[src/rtl/fir_pkg.sv]
package fir_pkg;
    localparam int NSETS = 2;

    // built-in coefficient value for a bank and tap index
    function automatic int dflt_coef(input int set, input int idx);
        return (set == 0) ? idx + 1 : 16 - 4 * idx;
    endfunction
endpackage

[src/rtl/coef_loader.sv]
module coef_loader #(
    parameter int NTAPS = 8,
    parameter int CW    = 8,
    localparam int IW   = (NTAPS > 1) ? $clog2(NTAPS) : 1
) (
    input  logic          clk,
    input  logic          rst_n,
    input  logic          ld_req,
    input  logic          set_in,
    input  logic [CW-1:0] word_in,
    output logic          wr_en,
    output logic [IW-1:0] wr_idx,
    output logic          wr_set,
    output logic [CW-1:0] wr_data,
    output logic          done
);
    localparam logic [IW-1:0] LAST = IW'(NTAPS - 1);

    typedef struct packed {
        logic          busy;
        logic [IW-1:0] ptr;
        logic          set;
    } st_t;

    st_t st_d, st_q;

    always_comb begin
        st_d = st_q;
        if (!st_q.busy) begin
            if (ld_req) begin
                st_d.busy = 1'b1;
                st_d.ptr  = '0;
                st_d.set  = set_in;
            end
        end else begin
            st_d.ptr = st_q.ptr + 1'b1;
            if (st_q.ptr == LAST) begin
                st_d.busy = 1'b0;
            end
        end
    end

    always_ff @(posedge clk) begin
        if (!rst_n) st_q <= '0;
        else        st_q <= st_d;
    end

    assign wr_en   = st_q.busy;
    assign wr_idx  = st_q.ptr;
    assign wr_set  = st_q.set;
    assign wr_data = word_in;
    assign done    = st_q.busy && (st_q.ptr == LAST);
endmodule

[src/rtl/coef_bank.sv]
module coef_bank #(
    parameter int NTAPS = 8,
    parameter int CW    = 8,
    localparam int IW   = (NTAPS > 1) ? $clog2(NTAPS) : 1
) (
    input  logic                                  clk,
    input  logic                                  rst_n,
    input  logic                                  wr_en,
    input  logic [IW-1:0]                         wr_idx,
    input  logic                                  wr_set,
    input  logic [CW-1:0]                         wr_data,
    input  logic                                  commit,
    output logic [fir_pkg::NSETS-1:0][NTAPS-1:0][CW-1:0] banks
);
    typedef struct packed {
        logic [NTAPS-1:0][CW-1:0]                       stage;
        logic [fir_pkg::NSETS-1:0][NTAPS-1:0][CW-1:0]   bank;
    } st_t;

    function automatic st_t rst_val();
        st_t r;
        r = '0;
        for (int s = 0; s < fir_pkg::NSETS; s++) begin
            for (int i = 0; i < NTAPS; i++) begin
                r.bank[s][i] = CW'(fir_pkg::dflt_coef(s, i));
            end
        end
        return r;
    endfunction

    localparam st_t RST = rst_val();

    st_t st_d, st_q;

    always_comb begin
        st_d = st_q;
        if (wr_en) begin
            st_d.stage[wr_idx] = wr_data;
        end
        // whole set moves into the bank at once, last word included
        if (commit) begin
            st_d.bank[wr_set] = st_d.stage;
        end
    end

    always_ff @(posedge clk) begin
        if (!rst_n) st_q <= RST;
        else        st_q <= st_d;
    end

    assign banks = st_q.bank;
endmodule

[src/rtl/fir_mac.sv]
module fir_mac #(
    parameter int NTAPS = 8,
    parameter int DW    = 8,
    parameter int CW    = 8,
    localparam int PW   = DW + CW,
    localparam int OW   = DW + CW + $clog2(NTAPS)
) (
    input  logic                     clk,
    input  logic                     rst_n,
    input  logic                     in_valid,
    input  logic [DW-1:0]            in_data,
    input  logic [NTAPS-1:0][CW-1:0] coefs,
    output logic                     out_valid,
    output logic [OW-1:0]            out_data
);
    typedef logic signed [PW-1:0] prod_t;
    typedef logic signed [OW-1:0] acc_t;

    typedef struct packed {
        logic [NTAPS-1:0][DW-1:0] win;
        logic [NTAPS-1:0][PW-1:0] prod;
        logic                     v1;
        logic [OW-1:0]            sum;
        logic                     v2;
    } st_t;

    st_t st_d, st_q;
    logic [NTAPS-1:0][DW-1:0] nwin;
    acc_t acc;

    always_comb begin
        st_d    = st_q;
        nwin[0] = in_data;
        for (int i = 1; i < NTAPS; i++) begin
            nwin[i] = st_q.win[i-1];
        end
        st_d.v1 = in_valid;
        if (in_valid) begin
            st_d.win = nwin;
            for (int i = 0; i < NTAPS; i++) begin
                st_d.prod[i] = prod_t'($signed(nwin[i])) * prod_t'($signed(coefs[i]));
            end
        end
        acc = '0;
        for (int i = 0; i < NTAPS; i++) begin
            acc = acc + acc_t'($signed(st_q.prod[i]));
        end
        st_d.v2 = st_q.v1;
        if (st_q.v1) begin
            st_d.sum = acc;
        end
    end

    always_ff @(posedge clk) begin
        if (!rst_n) st_q <= '0;
        else        st_q <= st_d;
    end

    assign out_valid = st_q.v2;
    assign out_data  = st_q.sum;
endmodule

[src/rtl/fir_reload_top.sv]
module fir_reload_top #(
    parameter int NTAPS = 8,
    parameter int DW    = 8,
    parameter int CW    = 8
) (
    input  logic                               clk,
    input  logic                               rst_n,
    input  logic                               coef_ld,
    input  logic                               coef_set_in,
    input  logic [CW-1:0]                      coef_in,
    input  logic                               calc_set,
    input  logic                               in_valid,
    input  logic [DW-1:0]                      in_data,
    output logic                               out_valid,
    output logic [DW+CW+$clog2(NTAPS)-1:0]     out_data,
    output logic                               load_done
);
    localparam int IW = (NTAPS > 1) ? $clog2(NTAPS) : 1;

    logic          ld_we;
    logic [IW-1:0] ld_idx;
    logic          ld_set;
    logic [CW-1:0] ld_word;
    logic [fir_pkg::NSETS-1:0][NTAPS-1:0][CW-1:0] bank_all;
    logic [NTAPS-1:0][CW-1:0] sel_coefs;

    coef_loader #(.NTAPS(NTAPS), .CW(CW)) u_loader (
        .clk     (clk),
        .rst_n   (rst_n),
        .ld_req  (coef_ld),
        .set_in  (coef_set_in),
        .word_in (coef_in),
        .wr_en   (ld_we),
        .wr_idx  (ld_idx),
        .wr_set  (ld_set),
        .wr_data (ld_word),
        .done    (load_done)
    );

    coef_bank #(.NTAPS(NTAPS), .CW(CW)) u_bank (
        .clk     (clk),
        .rst_n   (rst_n),
        .wr_en   (ld_we),
        .wr_idx  (ld_idx),
        .wr_set  (ld_set),
        .wr_data (ld_word),
        .commit  (load_done),
        .banks   (bank_all)
    );

    assign sel_coefs = bank_all[calc_set];

    fir_mac #(.NTAPS(NTAPS), .DW(DW), .CW(CW)) u_mac (
        .clk       (clk),
        .rst_n     (rst_n),
        .in_valid  (in_valid),
        .in_data   (in_data),
        .coefs     (sel_coefs),
        .out_valid (out_valid),
        .out_data  (out_data)
    );
endmodule

[config.mk]
export PLATFORM = sky130hd
export DESIGN_NAME = fir_reload_top
export DESIGN_NICKNAME = d
export VERILOG_FILES = /design/src/rtl/fir_pkg.sv /design/src/rtl/coef_loader.sv /design/src/rtl/coef_bank.sv /design/src/rtl/fir_mac.sv /design/src/rtl/fir_reload_top.sv
export SDC_FILE = /design/constraint.sdc
export NUM_CORES = 2
export LEC_CHECK = 0
export BUFFER_PORTS_ARGS = -buffer_cell sky130_fd_sc_hd__buf_2
export CORE_UTILIZATION = 59
export CTS_CLUSTER_SIZE = 16
export DETAILED_ROUTE_END_ITERATION = 16
export GPL_TIMING_DRIVEN = 0
export PLACE_DENSITY_LB_ADDON = 0.08
export SYNTH_ARGS = -nofsm -noshare
export SYNTH_HDL_FRONTEND = slang
export SYNTH_SLANG_ARGS = --single-unit
[constraint.sdc]
create_clock -name clk -period 6.4 [get_ports clk]
set_clock_uncertainty 0.2 [all_clocks]
set_input_delay 1.6 -clock clk [delete_from_list [all_inputs] [get_ports clk]]
set_output_delay 1.6 -clock clk [all_outputs]
set_load 0.02 [all_outputs]
==> reports/results.txt <==
outcome: finished, final reports clean
Slew headroom: 2.92%
maximum fanout along the worst path: 10
slew at the pin closest to its max-slew limit: 1.46 ns
maximum number of pins on one net before global-route repair: 15
fin worst setup slack: 0.120 ns
Worst R2R End: u_mac.out_data[16]
final count of negative-setup-slack endpoints: 0
number of flops mapped to enable cells by yosys: 0
number of iterations in the first detailed-routing pass: 5
most frequent cells after synthesis: sky130_fd_sc_hd__inv_1, sky130_fd_sc_hd__fa_1, sky130_fd_sc_hd__dfxtp_1
Reg power frac: 37.2%
Post-Place Setup Slack: -1.31 ns
post-synth top area share: 27.9%
routed vias: 28.0k
non-filler instance count after layout: 5,061
share of cells above drive strength 1: 8.83%
beginning of the worst hold path: u_mac.out_data[10]
pwr dens: 168 nW/um^2
predominant post-synthesis flop cell: sky130_fd_sc_hd__dfxtp_1
Worst IR Drop VDD: 197 uV
total track usage: 32.9%
Crit Path Class: in2reg
Clock power frac: 40.7%
average detailed-routed wire length per instance: 20.4 um
dominant cell type by area after synthesis: sky130_fd_sc_hd__fa_1
sort of element at the start of the critical path: input port
cell count of the worst hold path: 2
Max Cap Viol: 0
unrepaired setup endpoints after global routing: yes
per-instance average area after synthesis: 9.35 um^2
number of levels the H-tree was split into: 2
FF+latch count, synth: 402
switching share of power: 30.2%
Critical Path Sink Type: flop
fraction of the yosys area taken by sequential cells: 21.3%
overall die height: 255 um
clock sink count: 402
final hold slack: 0.272 ns
count of final max-slew check failures: 0
switching power total: 0.00213 W
number of instances in the placed design: 4,915
area of the mapped netlist: 37,800 um^2
TritonCTS Buffers: 45
HPWL after detailed placement: 80,800 um
cell with the most instances after synthesis: sky130_fd_sc_hd__inv_1
CTS Root Buffer Type: sky130_fd_sc_hd__clkbuf_16
DRC violations left: 0
share of the cycle needed by the critical path after routing: 98.1%
length in cells of the worst reg-to-reg path: 23
Starting DRT DRC Count: 1,784
number of top-level pins: 43
remaining global-route overflow: 0
total power after layout: 0.00707 W
wirelength, routed: 103,000 um
cell count after synthesis: 4,037
R2R Path Start: u_mac.st_q[22]
clock tree from TritonCTS: built
Synthesis Warnings: 0
Synth area leaders: sky130_fd_sc_hd__fa_1, sky130_fd_sc_hd__dfxtp_1, sky130_fd_sc_hd__ha_1
final number of hold-violating endpoints: 0
Post-Syn Nets: 4,852
Max Buffers Root-to-Sink: 3
WHS Endpoint: u_mac.out_data[10]
number of global-route vias before repair: 28.1k
arrival time reported for the critical path endpoint: 6.59 ns
Async S/R FF share, synth: 0%
internal reg-to-reg setup slack: 0.41 ns
Synth-to-Final Area Change: 11.4%
Die Wd: 255 um
cell internal power dissipation: 0.00493 W
number of rows created at floorplan: 92
global-route wire length before repair: 161,000 um
initial antenna violation count: 1
Hold Path Class: reg2reg
post-route minimum period: 6.28 ns
initial core utilization: 59.7%
number of nets in the finished design: 4,994
Die ar.: 65,000 um^2
number of nets with antenna violations after routing: 0
core area: 63,200 um^2
via count normalized by instance count: 5.53
number of different library cells in the post-synthesis netlist: 66
final core area utilization: 66.6%
clock transition time at the flip-flop clock pins of the worst setup and hold paths: 0.06 ns
part of the power in combinational logic: 22.1%
top achievable clock speed: 159 MHz
routability cong.: 0.912
Data required, critical path: 6.71 ns
cell leakage power: 18.8 nW
clock insertion delay at the later pin of the skew report: 0.61 ns
Port Buf Inserts: 32
[cell usage in the layout (no fill, tap or decap), drive strengths merged, types with 21 or more instances in the layout]
| master | n |
|---|---|
| ha | 267 |
| nand3 | 25 |
| clkbuf | 199 |
| nand2 | 198 |
| fa | 526 |
| a21boi | 21 |
| o211ai | 43 |
| or2 | 50 |
| inv | 660 |
| a21oi | 95 |
| o21a | 23 |
| nor2b | 295 |
| dfxtp | 402 |
| nor2 | 377 |
| o21ai | 63 |
| a21o | 33 |
| and2 | 42 |
| nand2b | 59 |
| and3 | 24 |
| buf | 150 |
| or3 | 21 |
| a211oi | 123 |
| nor3 | 30 |
| mux2 | 23 |
| xnor2 | 96 |
| mux2i | 222 |
[flip-flops by register name, indices dropped and copies added (netlist names), 3 cells and up]
name             flops
u_bank.banks       128
u_bank.st_q         64
u_loader.wr_idx      3
u_mac.nwin          56
u_mac.out_data      19
u_mac.st_q         128
[critical path, stage by stage]
cell,delay (ns)
sky130_fd_sc_hd__buf_12,0.16
sky130_fd_sc_hd__buf_12,0.22
sky130_fd_sc_hd__mux2i_4,0.28
sky130_fd_sc_hd__buf_12,0.15
sky130_fd_sc_hd__nand2b_1,0.15
sky130_fd_sc_hd__inv_1,0.11
sky130_fd_sc_hd__fa_1,0.51
sky130_fd_sc_hd__inv_1,0.06
sky130_fd_sc_hd__fa_1,0.55
sky130_fd_sc_hd__fa_1,0.43
sky130_fd_sc_hd__fa_1,0.49
sky130_fd_sc_hd__inv_1,0.04
sky130_fd_sc_hd__ha_1,0.20
sky130_fd_sc_hd__or3_1,0.36
sky130_fd_sc_hd__nor3_2,0.25
sky130_fd_sc_hd__nor2_1,0.12
sky130_fd_sc_hd__a211o_1,0.34
sky130_fd_sc_hd__or4_1,0.40
sky130_fd_sc_hd__a31oi_1,0.17
[cell families (layout without fill, tap and decap cells)]
group | count (synthesis) | after routing | share of synthesized area, %
muxes | 245 | 245 | 6.57
xor gates and xnor gates | 111 | 111 | 2.57
buffers and inverters | 852 | 1029 | 8.80
other | 0 | 1 | 0
DFF | 402 | 402 | 21.3
AOI/OAI and AO/OA | 472 | 472 | 8.52
adders and majority gates | 793 | 793 | 36.7
and+or+nand+nor | 1162 | 1162 | 15.5
[stage by stage]
step,setup TNS (ns),area (um^2)
after global placement,-38.56,39300
final,0,42100
after floorplan,0,38100
after detailed placement,-40.80,39300
after CTS,-0.0276,41600
after global routing,-0.0659,42100
[power groups by stage]
stage / logic [W] / registers, W / clock network [W]
floorplan: 0.00107 / 0.00266 / 0
global placement: 0.00146 / 0.00268 / 0
detailed placement: 0.00148 / 0.00268 / 0
CTS: 0.00152 / 0.00262 / 0.00289
global route: 0.00172 / 0.00263 / 0.00300
finish: 0.00156 / 0.00263 / 0.00288
[worst max-delay path by stage]
stage	start	to	depth (start not counted)	slack, ns
floorplan	calc_set	u_mac.st_q[52]	20	0.001
global placement	calc_set	u_mac.st_q[84]	18	-1.19
detailed placement	calc_set	u_mac.st_q[84]	18	-1.31
CTS	calc_set	u_mac.st_q[100]	18	-0.01
global route	calc_set	u_mac.st_q[114]	19	-0.03
finish	calc_set	u_mac.st_q[148]	19	0.12
[repair_timing]
| item | 4_1_cts | 5_1_grt |
|---|---|---|
| gates resized for setup | 50 | 27 |
| pin swaps | 0 | 3 |
| endpoints found under the setup margin | 31 | 26 |
| setup buffers | 35 | 28 |
| hold buffers | 0 | 0 |
[cell type report]
cell class              count  area, um^2
clock inverters            19         364
repair buffers             95         837
inverters                 661        2480
fillers                  5232       21100
flip-flops and latches    402        8050
well taps                 846        1060
multi-input cells        2783       27000
diodes                      1        2.50
clock buffers              63        1270
plain buffers             191         961
[layer usage]
metal	part of all wire [%]	GRT usage, %
met2	47	55.0
met5	0	0
met3	5.5	4.38
met1	43	43.6
met4	4.2	12.3
Note: power is estimated with default switching activity, not from simulation.
